--- src/rtl/sp_pkg.sv ---
package sp_pkg;

  typedef enum logic [1:0] {
    BUS_IDLE = 2'd0,
    BUS_HI   = 2'd1,
    BUS_LO   = 2'd2
  } busPhase_t;

  typedef struct packed {
    logic doWrHi;
    logic doWrLo;
    logic doInc;
    logic doRdHi;
    logic doRdLo;
    logic doSetPc;
    logic doSetIdx;
    logic doCapture;
    logic capUseIdx;
    logic capAdvance;
    logic phaseHi;
    logic phaseLo;
  } spCtl_t;

endpackage

--- src/rtl/sp_control.sv ---
module sp_control
  import sp_pkg::*;
(
  input  logic   clk,
  input  logic   rstN,
  input  logic   wrLo,
  input  logic   wrHi,
  input  logic   rdLo,
  input  logic   rdHi,
  input  logic   incReg,
  input  logic   setPc,
  input  logic   setIdx,
  input  logic   fetch,
  input  logic   idxAccess,
  input  logic   idxAdvance,
  output spCtl_t ctl,
  output logic   busy,
  output logic   addrHiStb,
  output logic   addrLoStb
);

  busPhase_t phase, phaseNext;
  logic idle;

  assign idle = (phase == BUS_IDLE);

  // Bus sequencer: IDLE -> HI -> LO -> IDLE.
  always_comb begin
    phaseNext = phase;
    unique case (phase)
      BUS_IDLE: if (fetch || idxAccess) phaseNext = BUS_HI;
      BUS_HI:   phaseNext = BUS_LO;
      BUS_LO:   phaseNext = BUS_IDLE;
      default:  phaseNext = BUS_IDLE;
    endcase
  end

  always_ff @(posedge clk) begin
    if (!rstN) phase <= BUS_IDLE;
    else       phase <= phaseNext;
  end

  // Fixed priority decode: one operation per idle cycle.
  always_comb begin
    ctl = '0;
    if (idle) begin
      if (fetch) begin
        ctl.doCapture  = 1'b1;
        ctl.capUseIdx  = 1'b0;
        ctl.capAdvance = 1'b1;
      end else if (idxAccess) begin
        ctl.doCapture  = 1'b1;
        ctl.capUseIdx  = 1'b1;
        ctl.capAdvance = idxAdvance;
      end else if (wrHi) begin
        ctl.doWrHi = 1'b1;
      end else if (wrLo) begin
        ctl.doWrLo = 1'b1;
      end else if (incReg) begin
        ctl.doInc = 1'b1;
      end else if (rdHi) begin
        ctl.doRdHi = 1'b1;
      end else if (rdLo) begin
        ctl.doRdLo = 1'b1;
      end else if (setPc) begin
        ctl.doSetPc = 1'b1;
      end else if (setIdx) begin
        ctl.doSetIdx = 1'b1;
      end
    end
    ctl.phaseHi = (phase == BUS_HI);
    ctl.phaseLo = (phase == BUS_LO);
  end

  assign busy      = !idle;
  assign addrHiStb = (phase == BUS_HI);
  assign addrLoStb = (phase == BUS_LO);

endmodule

--- src/rtl/sp_datapath.sv ---
module sp_datapath
  import sp_pkg::*;
#(
  parameter int ADDR_W = 16,
  parameter int BUS_W  = 8,
  parameter int N_REGS = 16,
  parameter int SEL_W  = 4
) (
  input  logic             clk,
  input  logic             rstN,
  input  spCtl_t           ctl,
  input  logic [SEL_W-1:0] regSel,
  input  logic [BUS_W-1:0] accIn,
  output logic [BUS_W-1:0] readByte,
  output logic             readValid,
  output logic [BUS_W-1:0] addrOut
);

  localparam int HALF_HI_LSB = ADDR_W - BUS_W;

  logic [ADDR_W-1:0] regBank [N_REGS];
  logic [SEL_W-1:0]  pcSel, idxSel, srcSel;
  logic [ADDR_W-1:0] addrLatch;
  logic [ADDR_W-1:0] selWord;

  assign srcSel  = ctl.capUseIdx ? idxSel : pcSel;
  assign selWord = regBank[regSel];

  // One storage slice per register.
  for (genvar i = 0; i < N_REGS; i++) begin : g_reg
    logic [ADDR_W-1:0] regQ;
    logic              hit;
    logic              bump;

    assign hit  = (regSel == SEL_W'(i));
    assign bump = (ctl.doCapture && ctl.capAdvance && (srcSel == SEL_W'(i)))
               || (ctl.doInc && hit);

    always_ff @(posedge clk) begin
      if (!rstN) begin
        regQ <= '0;
      end else if (ctl.doWrHi && hit) begin
        regQ[ADDR_W-1:HALF_HI_LSB] <= accIn;
      end else if (ctl.doWrLo && hit) begin
        regQ[BUS_W-1:0] <= accIn;
      end else if (bump) begin
        regQ <= regQ + ADDR_W'(1);
      end
    end

    assign regBank[i] = regQ;
  end

  // Pointer selectors.
  always_ff @(posedge clk) begin
    if (!rstN) begin
      pcSel  <= '0;
      idxSel <= '0;
    end else begin
      if (ctl.doSetPc)  pcSel  <= regSel;
      if (ctl.doSetIdx) idxSel <= regSel;
    end
  end

  // Byte read port.
  always_ff @(posedge clk) begin
    if (!rstN) begin
      readByte  <= '0;
      readValid <= 1'b0;
    end else begin
      readValid <= ctl.doRdHi || ctl.doRdLo;
      if (ctl.doRdHi)      readByte <= selWord[ADDR_W-1:HALF_HI_LSB];
      else if (ctl.doRdLo) readByte <= selWord[BUS_W-1:0];
    end
  end

  // Address capture and byte multiplexing.
  always_ff @(posedge clk) begin
    if (!rstN)              addrLatch <= '0;
    else if (ctl.doCapture) addrLatch <= regBank[srcSel];
  end

  always_comb begin
    if (ctl.phaseHi)      addrOut = addrLatch[ADDR_W-1:HALF_HI_LSB];
    else if (ctl.phaseLo) addrOut = addrLatch[BUS_W-1:0];
    else                  addrOut = '0;
  end

endmodule

--- src/rtl/scratchpad_file.sv ---
module scratchpad_file
  import sp_pkg::*;
#(
  parameter int ADDR_W = 16,
  parameter int BUS_W  = 8,
  parameter int N_REGS = 16
) (
  input  logic                       clk,
  input  logic                       rstN,
  input  logic [$clog2(N_REGS)-1:0]  regSel,
  input  logic [BUS_W-1:0]           accIn,
  input  logic                       wrLo,
  input  logic                       wrHi,
  input  logic                       rdLo,
  input  logic                       rdHi,
  input  logic                       incReg,
  input  logic                       setPc,
  input  logic                       setIdx,
  input  logic                       fetch,
  input  logic                       idxAccess,
  input  logic                       idxAdvance,
  output logic [BUS_W-1:0]           readByte,
  output logic                       readValid,
  output logic [BUS_W-1:0]           addrOut,
  output logic                       addrHiStb,
  output logic                       addrLoStb,
  output logic                       busy
);

  localparam int SEL_W = $clog2(N_REGS);

  spCtl_t ctl;

  sp_control u_ctrl (
    .clk        (clk),
    .rstN       (rstN),
    .wrLo       (wrLo),
    .wrHi       (wrHi),
    .rdLo       (rdLo),
    .rdHi       (rdHi),
    .incReg     (incReg),
    .setPc      (setPc),
    .setIdx     (setIdx),
    .fetch      (fetch),
    .idxAccess  (idxAccess),
    .idxAdvance (idxAdvance),
    .ctl        (ctl),
    .busy       (busy),
    .addrHiStb  (addrHiStb),
    .addrLoStb  (addrLoStb)
  );

  sp_datapath #(
    .ADDR_W (ADDR_W),
    .BUS_W  (BUS_W),
    .N_REGS (N_REGS),
    .SEL_W  (SEL_W)
  ) u_dp (
    .clk       (clk),
    .rstN      (rstN),
    .ctl       (ctl),
    .regSel    (regSel),
    .accIn     (accIn),
    .readByte  (readByte),
    .readValid (readValid),
    .addrOut   (addrOut)
  );

endmodule

--- config.mk ---
export PLATFORM = sky130hd
export DESIGN_NAME = scratchpad_file
export DESIGN_NICKNAME = d
export VERILOG_FILES = /design/src/rtl/sp_pkg.sv /design/src/rtl/sp_control.sv /design/src/rtl/sp_datapath.sv /design/src/rtl/scratchpad_file.sv
export SDC_FILE = /design/constraint.sdc
export NUM_CORES = 1
export LEC_CHECK = 0
export BUFFER_PORTS_ARGS = -buffer_cell sky130_fd_sc_hd__clkbuf_2
export CAP_MARGIN = 20
export CELL_PAD_IN_SITES_DETAIL_PLACEMENT = 2
export CELL_PAD_IN_SITES_GLOBAL_PLACEMENT = 2
export CORE_ASPECT_RATIO = 1.4
export CORE_MARGIN = 10
export CORE_UTILIZATION = 42
export DETAILED_ROUTE_END_ITERATION = 8
export HOLD_SLACK_MARGIN = 0.1
export PLACE_DENSITY_LB_ADDON = 0.1
export SYNTH_ARGS = -nofsm -noshare
export SYNTH_HDL_FRONTEND = slang
export SYNTH_SLANG_ARGS = --single-unit
--- constraint.sdc ---
create_clock -name clk -period 5.65 [get_ports clk]
set_input_delay 0.8475 -clock clk [delete_from_list [all_inputs] [get_ports clk]]
set_output_delay 0.8475 -clock clk [all_outputs]
set_load 0.1 [all_outputs]
# --- Yosys cells after proc, flatten, opt, wreduce, memory -nomap -nowiden ---
# Cells that the tools add are included.
totals:
  reg_bits: 291
  inputBits: 24
  out_inout_bits: 20
  elab_cells: 370
op_classes:
  n_addsub: 16
  n_lt_le_gt_ge: 2
  eq_ne: 49
  n_mux: 95
  bitwise_logic: 18
  reduce_logical: 152
ops:
  columns: ["cell", "count"]
  rows:
  - ["two-way mux 8 bit", 52]
  - ["two-way mux 16 bit", 20]
  - ["adder 16 x 1 -> 16 bit, second input constant", 16]
  - ["binary-select mux 16 bit (select 4 bit)", 2]
  - ["nonzero test 2 bit", 33]
  - ["logical AND 1 bit", 65]
  - ["equality test 4 bit, second input constant", 16]
  - ["AND reduction 2 bit", 32]
  - ["equality test 4 x 3 -> 1 bit, second input constant", 8]
  - ["inequality test 2 x 1 -> 1 bit, second input constant", 16]
  - ["logical OR 1 bit", 18]
  - ["equality test 4 x 2 -> 1 bit, second input constant", 4]
  - ["NOT 1 bit", 16]
  - ["two-way mux 7 bit", 2]
  - [">= comparator 5 bit, second input constant", 2]
  - ["two-way mux 10 bit", 1]
  - ["NOT 4 -> 5 bit", 2]
  - ["two-way mux 3 bit", 3]
  - ["equality test 4 x 1 -> 1 bit, second input constant", 2]
  - ["logical NOT 4 bit", 2]
  - ["two-way mux 1 bit", 8]
  - ["two-way mux 4 bit", 2]
  - ["two-way mux 6 bit", 1]
  - ["two-way mux 5 bit", 1]
  - ["other kinds (7)", 8]

# --- Logic depth before layout (Yosys ltp) ---
# Gate-level depths: netlist (run 1).
logic_depth:
  ltp_word: 17
  mapped_depth: 11

# --- Hierarchy ---
# A second synthesis (run 1) with hierarchy kept.
unflattened:
  cells_unflattened: 2591
  hier_area_um2: 21650.8
by_module_without_submodules:
  columns: ["mod", "instances", "cells_per_inst", "area_per_inst_um2", "seq_area_each_um2"]
  rows:
  - ["sp_datapath", 1, 2561, 21398.0, 5785.5]
  - ["sp_control", 1, 30, 252.7, 40.0]

# --- Worst setup path before layout (run 1) ---
# OpenSTA, ideal clock, no wires.
synth_path:
  path_type: "register to output"
  start: "register u_ctrl.phase[0]"
  end: "output port addrOut[0]"
  arrival_time_ns: 2.477
  required_time_ns: 4.803
  path_slack_ns: 2.326
  path_stages_with_launch: 4
  cell_sequence: "dfxtp_1 -> nor2b_1 -> clkbuf_1 -> a22o_1"
synth_between:
  word_cells_on_any_way: 4
  classes_between: "eq/ne (2); mux (2)"
synth_lines:
  columns: ["element", "line_no", "text"]
  rows:
  - ["start: declaration", "sp_control.sv:22", "busPhase_t phase, phaseNext;"]
  - ["start signal: assignment", "sp_control.sv:40", "else phase <= phaseNext;"]
  - ["equality test 2 x 1 -> 1 bit", null, null]
  - ["net addrHiStb", "scratchpad_file.sv:25", "output logic addrHiStb,"]
  - ["two-way mux 8 bit", "sp_datapath.sv:84", "if (ctl.phaseHi) addrOut = addrLatch[ADDR_W-1:HALF_HI_LSB];"]
  - ["end: declaration", "scratchpad_file.sv:24", "output logic [BUS_W-1:0] addrOut,"]
# The timed path passes the listed nets, and every way through them passes these cells.

# --- Final worst setup path (run 1) ---
layout_path:
  start: "input port fetch"
  end: "register u_dp.g_reg[0].regQ[14]"
layout_between:
  elab_chain_len: 8
  word_cells_on_any_way: 15
  classes_between: "eq/ne (1); mux (5); reduce/logical (9)"
layout_lines:
  columns: ["element", "line_no", "text"]
  rows:
  - ["start: declaration", "scratchpad_file.sv:19", "input logic fetch,"]
  - ["two-way mux 3 bit", "sp_control.sv:47", "if (fetch) begin"]
  - ["two-way mux 10 bit *", "sp_control.sv:46", "if (idle) begin"]
  - ["two-way mux 4 bit", "sp_datapath.sv:26", "assign srcSel = ctl.capUseIdx ? idxSel : pcSel;"]
  - ["logical NOT 4 bit", "sp_datapath.sv:36", "assign bump = (ctl.doCapture && ctl.capAdvance && (srcSel == SEL_W'(i)))"]
  - ["logical AND 1 bit", "sp_datapath.sv:36", null]
  - ["logical OR 1 bit", "sp_datapath.sv:37", "|| (ctl.doInc && hit);"]
  - ["nonzero test 2 bit (no source line)", null, null]
  - ["AND reduction 2 bit (no source line)", null, null]
  - ["end signal: indexed assignment", "sp_datapath.sv:43", "regQ[ADDR_W-1:HALF_HI_LSB] <= accIn;"]
  - ["end signal: indexed assignment", "sp_datapath.sv:45", "regQ[BUS_W-1:0] <= accIn;"]
  - ["end signal: assignment", "sp_datapath.sv:47", "regQ <= regQ + ADDR_W'(1);"]
  - ["end: declaration", "sp_datapath.sv:31", "logic [ADDR_W-1:0] regQ;"]
# Every way passes the cells marked *; elsewhere a longest branch is shown, timed or not.
# A chain may end at the register's enable or synchronous reset.

==> flow_summary.yaml, run 1 <==
sta:
  hold_ws_ns: 0.494
  tightest_slew_ns: 1.22
  max_freq_ghz: 0.250
  period_needed_ns: 4.00
  rsz0062_at_grt: "no"
  fin_setup_tns_ns: 0
  fin_worst_skew_ns: 0.0255
  period_share_pct: 70.9
  setup_viol_count_final: 0
  hold_violations: 0
  slew_headroom_pct: 18.2
  final_max_slew_viol_count: 0
yosys:
  yosys.cell_types.count: 87
  synth_top_area_share_pct: 29.1
  synthArstFlopShare_pct: 0
  yosys-top-cells-area: "dfxtp_1, mux4_2, nand2_1"
  syn_area_per_cell_um2: 7.92
  synth_edf_count: 0
  synth_ff_type: "dfxtp_1"
  syn-num-nets: 2565
  ys_warn_count: 0
  netlist_area_mm2: 0.0200
  synth_cells: 2525
  synth_seq_cells: 291
  ys_seq_area_share_pct: 29.1
  synth_top_cell_by_area: "dfxtp_1"
job:
  max-cap-violations: 0
worst_hold_path:
  whs_path_depth: 2
  worstHoldPathType: "reg -> reg"
layout:
  mostFrequentLayoutCell: "nand2_1"
  final_cell_mix: "nand2_1, dfxtp_1, a21oi_1"
  syn_to_final_growth_pct: 8.81
  final_util_pct: 46.3
  num-nets-final: 2509
  insertedDiodeCount: 0
  drive_gt1_share_pct: 11.4
die:
  fp.dieW_um: 204
  ios: 44
  start_util_pct: 42.5
  fp.dieArea_mm2: 0.0569
  fp.dieH_um: 278
  core_area_mm2: 0.0470
  rows: 94
critical_path:
  slowest_stage: "nor4b_2"
  max_stage_delay_ns: 0.88
  required_ns: 6.14
  worst-setup-path-type: "in -> reg"
  end_kind: "flop"
  cp-start-kind: "input port"
  worst-path-max-fanout: 22
  crit_path_cell_trace: "clkbuf_2, nor4b_2, mux2i_4, a32o_1, nand3_1, or3_1, a31oi_1"
  crit_arrival_ns: 4.49
  rr_worst_depth: 6
place:
  portBuffers: 43
  place.gp.congestion: 1.06
  dp_hpwl_um: 77500
power:
  swShare_pct: 28.9
  leakagePower_nw: 6.74
  powerDensity_mw_per_mm2: 226
  seq_power_share_pct: 42.7
  clockPowerShare_pct: 47.3
  power.internal_mw: 3.50
  p_sw_mw: 1.42
  ir_worst_vdd_uv: 228
  share_comb_of_total_power_pct: 10.0
clocking:
  clock_latency_ns: 0.57
  cts.sinks: 291
  clockBufferDepth: 3
  cts_resized: 0
  clkTransAtPathRegs_ns: 0.06
  hold_buffers: 0
  cts_tree: "yes"
  h-tree-depth: 2
  cts-root-buf: "clkbuf_16"
  cts_setup_buffers: 0
  cts_buffers: 35
route:
  dr.pass1.iters: 5
  post_drt_wl_per_cell_um: 34.4
  ant_nets: 0
  vias: 22200
  routed_via_density: 7.14
  drt_iter0_markers: 2295
  finalWirelength_um: 107000
  drc_errors: 0
global_route:
  antenna_found_initial: 4
  grt_first_pass_wirelength_um: 158000
  grt_pass1_vias: 23000
  grt_max_degree: 143
  gr-total-overflow: 0
  grtUsageTotal_pct: 36.8
outcome:
  status: "finished clean"
## area by class of cell
cell class              instances  area [um2]
fillers                      5330       25300
repair buffers                 89         584
well taps                     624         781
multi-input cells            2031       13400
inverters                      21        80.1
flip-flops and latches        291        5830
clock inverters                14         109
clock buffers                  46        1010
## worst paths after layout
path	from	to	slack (ns)
min	u_dp.readByte[2]	u_dp.readByte[2]	0.49
max reg2reg	u_ctrl.phase[0]	u_dp.g_reg[0].regQ[14]	1.71
min reg2reg	u_dp.readByte[2]	u_dp.readByte[2]	0.49
max	fetch	u_dp.g_reg[0].regQ[14]	1.65
## per-stage QoR
stage / setup slack [ns] / power [mW] / std cells / cell area, um2
finish: 1.65 / 4.92 / 3116 / 21800
global route: 1.50 / 5.03 / 3116 / 21800
CTS: 1.74 / 4.92 / 3114 / 21800
detailed placement: 1.12 / 2.61 / 3054 / 20600
global placement: 1.26 / 2.60 / 3051 / 20600
floorplan: 2.33 / 2.41 / 2525 / 20000
## per-layer routing
metal | routed length, um | track usage [%] | vias to the layer above
li1 | - | - | 9359
met1 | 40600 | 43.6 | 11400
met2 | 49600 | 59.2 | 1127
met3 | 8490 | 7.13 | 385
met4 | 8550 | 24.9 | 4
met5 | 30 | 0 | -
## cell families (layout without fill, tap and decap cells)
| family | after synthesis | after routing | share of synthesized area, % |
|---|---|---|---|
| flops | 291 | 291 | 29.1 |
| xor+xnor | 126 | 126 | 5.52 |
| mux | 164 | 164 | 13.2 |
| compound gates | 794 | 794 | 24.2 |
| fa+ha+maj | 16 | 16 | 1.00 |
| buf+inv | 203 | 170 | 4.26 |
| simple gates | 931 | 931 | 22.7 |
## power by group through the flow
stage          sequential, mW  clock (mW)  combinational, mW
2_1_floorplan            2.13           0              0.279
3_3_place_gp             2.14           0              0.454
3_5_place_dp             2.14           0              0.470
4_1_cts                  2.10        2.35              0.474
5_1_grt                  2.10        2.43              0.503
6_report                 2.10        2.33              0.491
## flip-flops by register name (all words and copies together) (netlist names)
register and count:
u_ctrl.phase 2, u_dp.addrLatch 16, u_dp.g.regQ 256, u_dp.idxSel 4, u_dp.pcSel 4, u_dp.readByte 8
u_dp.readValid 1
## synth_stat cells, drive strengths merged (6+ instances only)
cell     number
mux2         28
and2         22
a211oi       47
ha           16
clkbuf      131
a22oi         6
a22o         11
dfxtp       291
nand4        75
xnor2        32
o2111ai       8
buf          51
xor2         94
a32o          7
nand3b        7
nand2       373
or2           6
nor3         50
a32oi         7
nor3b         7
a31oi        47
o21ai       230
and3         50
nor4         13
and4         19
o211ai       15
nor2b        20
a21oi       252
a221oi        7
or3          18
o31a          8
or4           6
o31ai        23
nand3       105
o21a         14
nand2b       13
nor2        132
inv          20
o22ai        43
mux4         74
mux2i        62
a311oi       18
## critical path: cells and delay by family
family	cells	cell delay, ns
and+or+nand+nor	3	1.53
AOI/OAI and AO/OA	2	1.04
muxes	1	0.85
buffers and inverters	1	0.19
(Power assumes the default switching activity.)
==> inputs of run 2 (changes only) <==
--- a/config.mk
+++ b/config.mk
@@ -11,7 +11,7 @@
 export CELL_PAD_IN_SITES_GLOBAL_PLACEMENT = 2
 export CORE_ASPECT_RATIO = 1.4
 export CORE_MARGIN = 10
-export CORE_UTILIZATION = 42
+export CORE_UTILIZATION = 35
 export DETAILED_ROUTE_END_ITERATION = 8
 export HOLD_SLACK_MARGIN = 0.1
 export PLACE_DENSITY_LB_ADDON = 0.1
==> constraint.sdc (replaced) <==
create_clock -name clk -period 3.6 [get_ports clk]
set_input_delay 0.54 -clock clk [delete_from_list [all_inputs] [get_ports clk]]
set_output_delay 0.54 -clock clk [all_outputs]
set_load 0.1 [all_outputs]
==> run 2 against run 1 <==
Final cell count increased by 6.5%. First-iteration DRC count decreased by 11%. Flip-flop and latch count unchanged. Sequential power increased by 57%. Power increased by 70%. Critical path depth unchanged. Clock-buffer cell count increased by 7. Combinational power increased by 66%. Non-clock buffer count increased by 83. Global-route usage decreased by 4.9 points. Design area increased by 4.7%.
==> flow_summary.yaml, run 2 (synthesized netlist as in run 1, its figures left out) <==
outcome:
  status: "finished clean"
clocking:
  clockBufferDepth: 3
  h-tree-depth: 2
  cts_setup_buffers: 0
  hold_buffers: 0
  cts_resized: 0
  cts_tree: "yes"
  cts_buffers: 38
  cts-root-buf: "clkbuf_16"
  clock_latency_ns: 0.58
  cts.sinks: 291
  clkTransAtPathRegs_ns: 0.07
route:
  drc_errors: 0
  drt_iter0_markers: 2034
  routed_via_density: 6.68
  post_drt_wl_per_cell_um: 33.4
  ant_nets: 0
  dr.pass1.iters: 5
  vias: 22200
  finalWirelength_um: 111000
power:
  ir_worst_vdd_uv: 339
  powerDensity_mw_per_mm2: 367
  leakagePower_nw: 7.27
global_route:
  antenna_found_initial: 1
  grt_first_pass_wirelength_um: 162000
  grtUsageTotal_pct: 31.9
  grt_max_degree: 106
  gr-total-overflow: 0
  grt_pass1_vias: 22800
critical_path:
  critPathLaunch: "u_ctrl.phase[0]"
  crit_arrival_ns: 3.56
  worst-path-max-fanout: 18
  required_ns: 4.07
  regToRegSetupSlack_ns: 0.52
  worst-setup-path-type: "reg -> reg"
  rr_endpoint: "u_dp.g_reg[6].regQ[12]"
  crit_path_end: "u_dp.g_reg[6].regQ[12]"
  end_kind: "flop"
  cp-start-kind: "flop"
  worstReg2RegStart: "u_ctrl.phase[0]"
  rr_worst_depth: 7
layout:
  final_cell_mix: "nand2_1, dfxtp_1, a21oi_1"
  seqCellArea_mm2: 0.00583
  final_cells: 3318
  largest_reg_flops: 256
  insertedDiodeCount: 0
  num-nets-final: 2595
  reg_top3: "u_dp.g.regQ x256, u_dp.addrLatch x16, u_dp.readByte x8"
  num-fill-cells: 6427
  multiInputGateArea_mm2: 0.0134
  drive_gt1_share_pct: 14.4
  syn_to_final_growth_pct: 13.9
  regMostFlops: "u_dp.g.regQ"
  mostFrequentLayoutCell: "nand2_1"
sta:
  tightest_slew_ns: 1.20
  fin_worst_skew_ns: 0.0199
  rsz0062_at_grt: "no"
  period_share_pct: 85.7
  setup_viol_count_final: 0
  max_freq_ghz: 0.324
  hold_violations: 0
  period_needed_ns: 3.08
  slew_headroom_pct: 20.1
  fin_setup_tns_ns: 0
  final_max_slew_viol_count: 0
die:
  fp.dieH_um: 303
  fp.dieArea_mm2: 0.0673
  ios: 44
  core_area_mm2: 0.0566
  fp.dieW_um: 222
  start_util_pct: 35.4
  rows: 103
place:
  dp_hpwl_um: 83000
  portBuffers: 43
  dp.cells: 3250
  place.gp.congestion: 1.05
worst_hold_path:
  worstHoldPathType: "in -> reg"
  hp-start: "rstN"
job:
  max-cap-violations: 0
[run 2: worst max-delay path: stages (launching register included)]
cell and delay (ns):
dfxtp_1 0.38, or4b_1 0.53, buf_4 0.22, mux2_2 0.44
nor4_2 0.56, or2_2 0.40, a221oi_1 0.14, a311oi_1 0.30
[run 2: through the flow]
| step | power, mW | hold WS (ns) | setup slack, ns | utilization [%] | area, um2 |
|---|---|---|---|---|---|
| 2_1_floorplan | 3.78 | 0.454 | 0.583 | - | 20000 |
| 3_3_place_gp | 4.13 | 0.454 | 0.346 | 37.9 | 21400 |
| 3_5_place_dp | 4.15 | 0.459 | 0.287 | 37.9 | 21500 |
| 4_1_cts | 8.41 | 0.340 | 0.562 | 40.3 | 22800 |
| 5_1_grt | 8.58 | 0.369 | 0.269 | 40.3 | 22800 |
| 6_report | 8.36 | 0.362 | 0.515 | 40.3 | 22800 |
[run 2: final cells by class]
| cell class | count | area share (%) |
|---|---|---|
| multi-input combinational | 2031 | 58.7 |
| sequential | 291 | 25.6 |
| timing repair buffer | 172 | 5.46 |
| clock buffer | 53 | 4.96 |
| tap | 735 | 4.03 |
| clock inverter | 15 | 0.939 |
| inverter | 21 | 0.351 |
[run 2: where the power goes]
group / total, mW / internal [mW] / leakage (nW) / switching, mW
logic: 0.813 / 0.226 / 4.27 / 0.587
registers: 3.29 / 3.25 / 2.35 / 0.0437
clock network: 4.25 / 2.56 / 0.651 / 1.70
[run 2: metal layers]
metal	track usage, %	part of all wire [%]	up-vias
li1	-	-	9517
met1	39.4	40	11500
met2	53.3	47	893
met3	4.17	6.1	272
met4	17.2	6.2	0
met5	0	0	-
[run 2: how the worst min path moves through the flow]
stage                                        end  slack [ns]  cells past startpoint
after floorplan           u_dp.g_reg[6].regQ[15]        0.45                      2
after global placement          u_dp.readByte[3]        0.45                      2
after detailed placement        u_dp.readByte[3]        0.46                      2
after CTS                 u_dp.g_reg[14].regQ[9]        0.34                      2
after global routing      u_dp.g_reg[14].regQ[9]        0.37                      2
final                     u_dp.g_reg[15].regQ[3]        0.36                      3
==> inputs of run 3 (changes only) <==
--- a/config.mk
+++ b/config.mk
@@ -15,6 +15,7 @@
 export DETAILED_ROUTE_END_ITERATION = 8
 export HOLD_SLACK_MARGIN = 0.1
 export PLACE_DENSITY_LB_ADDON = 0.1
+export RECOVER_POWER = 100
 export SYNTH_ARGS = -nofsm -noshare
 export SYNTH_HDL_FRONTEND = slang
 export SYNTH_SLANG_ARGS = --single-unit
==> run 3 against run 2 <==
Wire length about the same. Core utilization down 0.17 points. Register-to-register slack worse by 0.25 ns. Clock power about the same. Die area unchanged. Via count down 0.42%. Maximum frequency down 7.4%. Sequential share of layout area grew 0.11 points. Critical path depth unchanged. Combinational power down 1%. Non-clock buffer count unchanged. Critical endpoint is now u_dp.g_reg[7].regQ[8].
==> flow_summary.yaml, run 3 (synthesized netlist as in run 1, its figures left out) <==
outcome:
  status: "finished clean"
clocking:
  clock_latency_ns: 0.58
  clockBufferDepth: 3
  cts_buffers: 38
  cts_tree: "yes"
  cts_setup_buffers: 0
  cts-root-buf: "clkbuf_16"
  h-tree-depth: 2
  cts.sinks: 291
  hold_buffers: 0
  clkTransAtPathRegs_ns: 0.07
  cts_resized: 0
place:
  dp_hpwl_um: 83000
  dpl_cell_area_mm2: 0.0215
  dp.cells: 3250
  place.gp.congestion: 1.05
  portBuffers: 43
  pre_cts_slack_ns: 0.287
power:
  powerDensity_mw_per_mm2: 367
  ir_worst_vdd_uv: 338
  leakagePower_nw: 7.18
  power.total_mw: 8.34
sta:
  fin_worst_skew_ns: 0.0210
  hold_violations: 0
  fin_setup_tns_ns: 0
  period_needed_ns: 3.33
  setup_viol_count_final: 0
  max_freq_ghz: 0.300
  period_share_pct: 92.5
  slew_headroom_pct: 22.0
  setup_slack_ns: 0.269
  final_max_slew_viol_count: 0
  rsz0062_at_grt: "no"
  tightest_slew_ns: 1.18
global_route:
  gr-total-overflow: 0
  grt_util_met1_pct: 39.4
  grtUsageTotal_pct: 31.9
  grt_max_degree: 106
  grt.busiest_layer: "met2"
  grt_first_pass_wirelength_um: 162000
  grt_pass1_vias: 22800
  grtUsageMet2_pct: 53.3
  use_met3_pct: 4.17
  antenna_found_initial: 1
layout:
  syn_to_final_growth_pct: 13.5
  drive_gt1_share_pct: 13.2
  regMostFlops: "u_dp.g.regQ"
  num-fill-cells: 6444
  num-nets-final: 2595
  final_cells: 3319
  fin_area_mm2: 0.0227
  final_cell_mix: "nand2_1, dfxtp_1, a21oi_1"
  reg_top3: "u_dp.g.regQ x256, u_dp.addrLatch x16, u_dp.readByte x8"
  mostFrequentLayoutCell: "nand2_1"
  largest_reg_flops: 256
route:
  drc_errors: 0
  ant_nets: 0
  vias: 22100
  dr.pass1.iters: 5
  drt_iter0_markers: 2082
  post_drt_wl_per_cell_um: 33.4
  routed_via_density: 6.65
  finalWirelength_um: 111000
critical_path:
  rr_worst_depth: 7
  crit_path_end: "u_dp.g_reg[7].regQ[8]"
  worst-setup-path-type: "reg -> reg"
  critPathLaunch: "u_ctrl.phase[0]"
  cp-start-kind: "flop"
  worstReg2RegStart: "u_ctrl.phase[0]"
  required_ns: 4.09
  rr_endpoint: "u_dp.g_reg[7].regQ[8]"
  regToRegSetupSlack_ns: 0.27
  end_kind: "flop"
  crit_arrival_ns: 3.82
  worst-path-max-fanout: 9
worst_hold_path:
  worstHoldPathType: "in -> reg"
  hp-start: "rstN"
die:
  fp.dieH_um: 303
  fp.dieArea_mm2: 0.0673
  start_util_pct: 35.4
  ios: 44
  fp.dieW_um: 222
  rows: 103
  core_area_mm2: 0.0566
job:
  max-cap-violations: 0
[run 3: changes by cell type in the layout (fill, tap and decap cells not counted), sizes merged]
cell    delta
buf       -14
clkbuf    +14
diode      +1
[run 3: how the worst min path moves through the flow]
stage               slack, ns                endpoint  depth (start not counted)
finish                   0.36  u_dp.g_reg[14].regQ[9]                          2
global route             0.37  u_dp.g_reg[14].regQ[9]                          2
detailed placement       0.46        u_dp.readByte[3]                          2
floorplan                0.45  u_dp.g_reg[6].regQ[15]                          2
global placement         0.45        u_dp.readByte[3]                          2
CTS                      0.34  u_dp.g_reg[14].regQ[9]                          2
[run 3: metal layers]
layer / vias to the layer above / part of all wire (%)
met5: - / 0
met4: 0 / 6.1
met3: 275 / 5.8
met2: 821 / 47
met1: 11500 / 41
li1: 9514 / -
[run 3: through the flow]
stage | util, % | hold slack, ns
after floorplan | - | 0.454
after global placement | 37.9 | 0.454
after detailed placement | 37.9 | 0.459
after CTS | 40.3 | 0.340
after global routing | 40.1 | 0.369
final | 40.1 | 0.363
[run 3: where the power goes]
| group | switching, mW | total [mW] | internal [mW] | leakage, nW |
|---|---|---|---|---|
| clock | 1.69 | 4.24 | 2.55 | 0.651 |
| sequential | 0.0436 | 3.29 | 3.25 | 2.35 |
| combinational | 0.583 | 0.805 | 0.222 | 4.18 |
| total | 2.31 | 8.34 | 6.03 | 7.18 |
[run 3: critical path: stages (launching register included)]
cell      delay, ns
dfxtp_1        0.38
nor4_1         0.32
clkbuf_1       0.37
nand3_1        0.64
nor2_1         0.68
or2_0          0.47
a311oi_1       0.17
a311oi_1       0.21
[run 3: layout make-up]
class                           count  area, um2  share of cell area, %
Antenna cell                        1       2.50                 0.0110
Clock buffer                       53       1130                   4.98
Clock inverter                     15        214                  0.942
Inverter                           21       80.1                  0.353
Multi-Input combinational cell   2031      13300                   58.8
Sequential cell                   291       5830                   25.7
Tap cell                          735        920                   4.05
Timing Repair Buffer              172       1180                   5.22
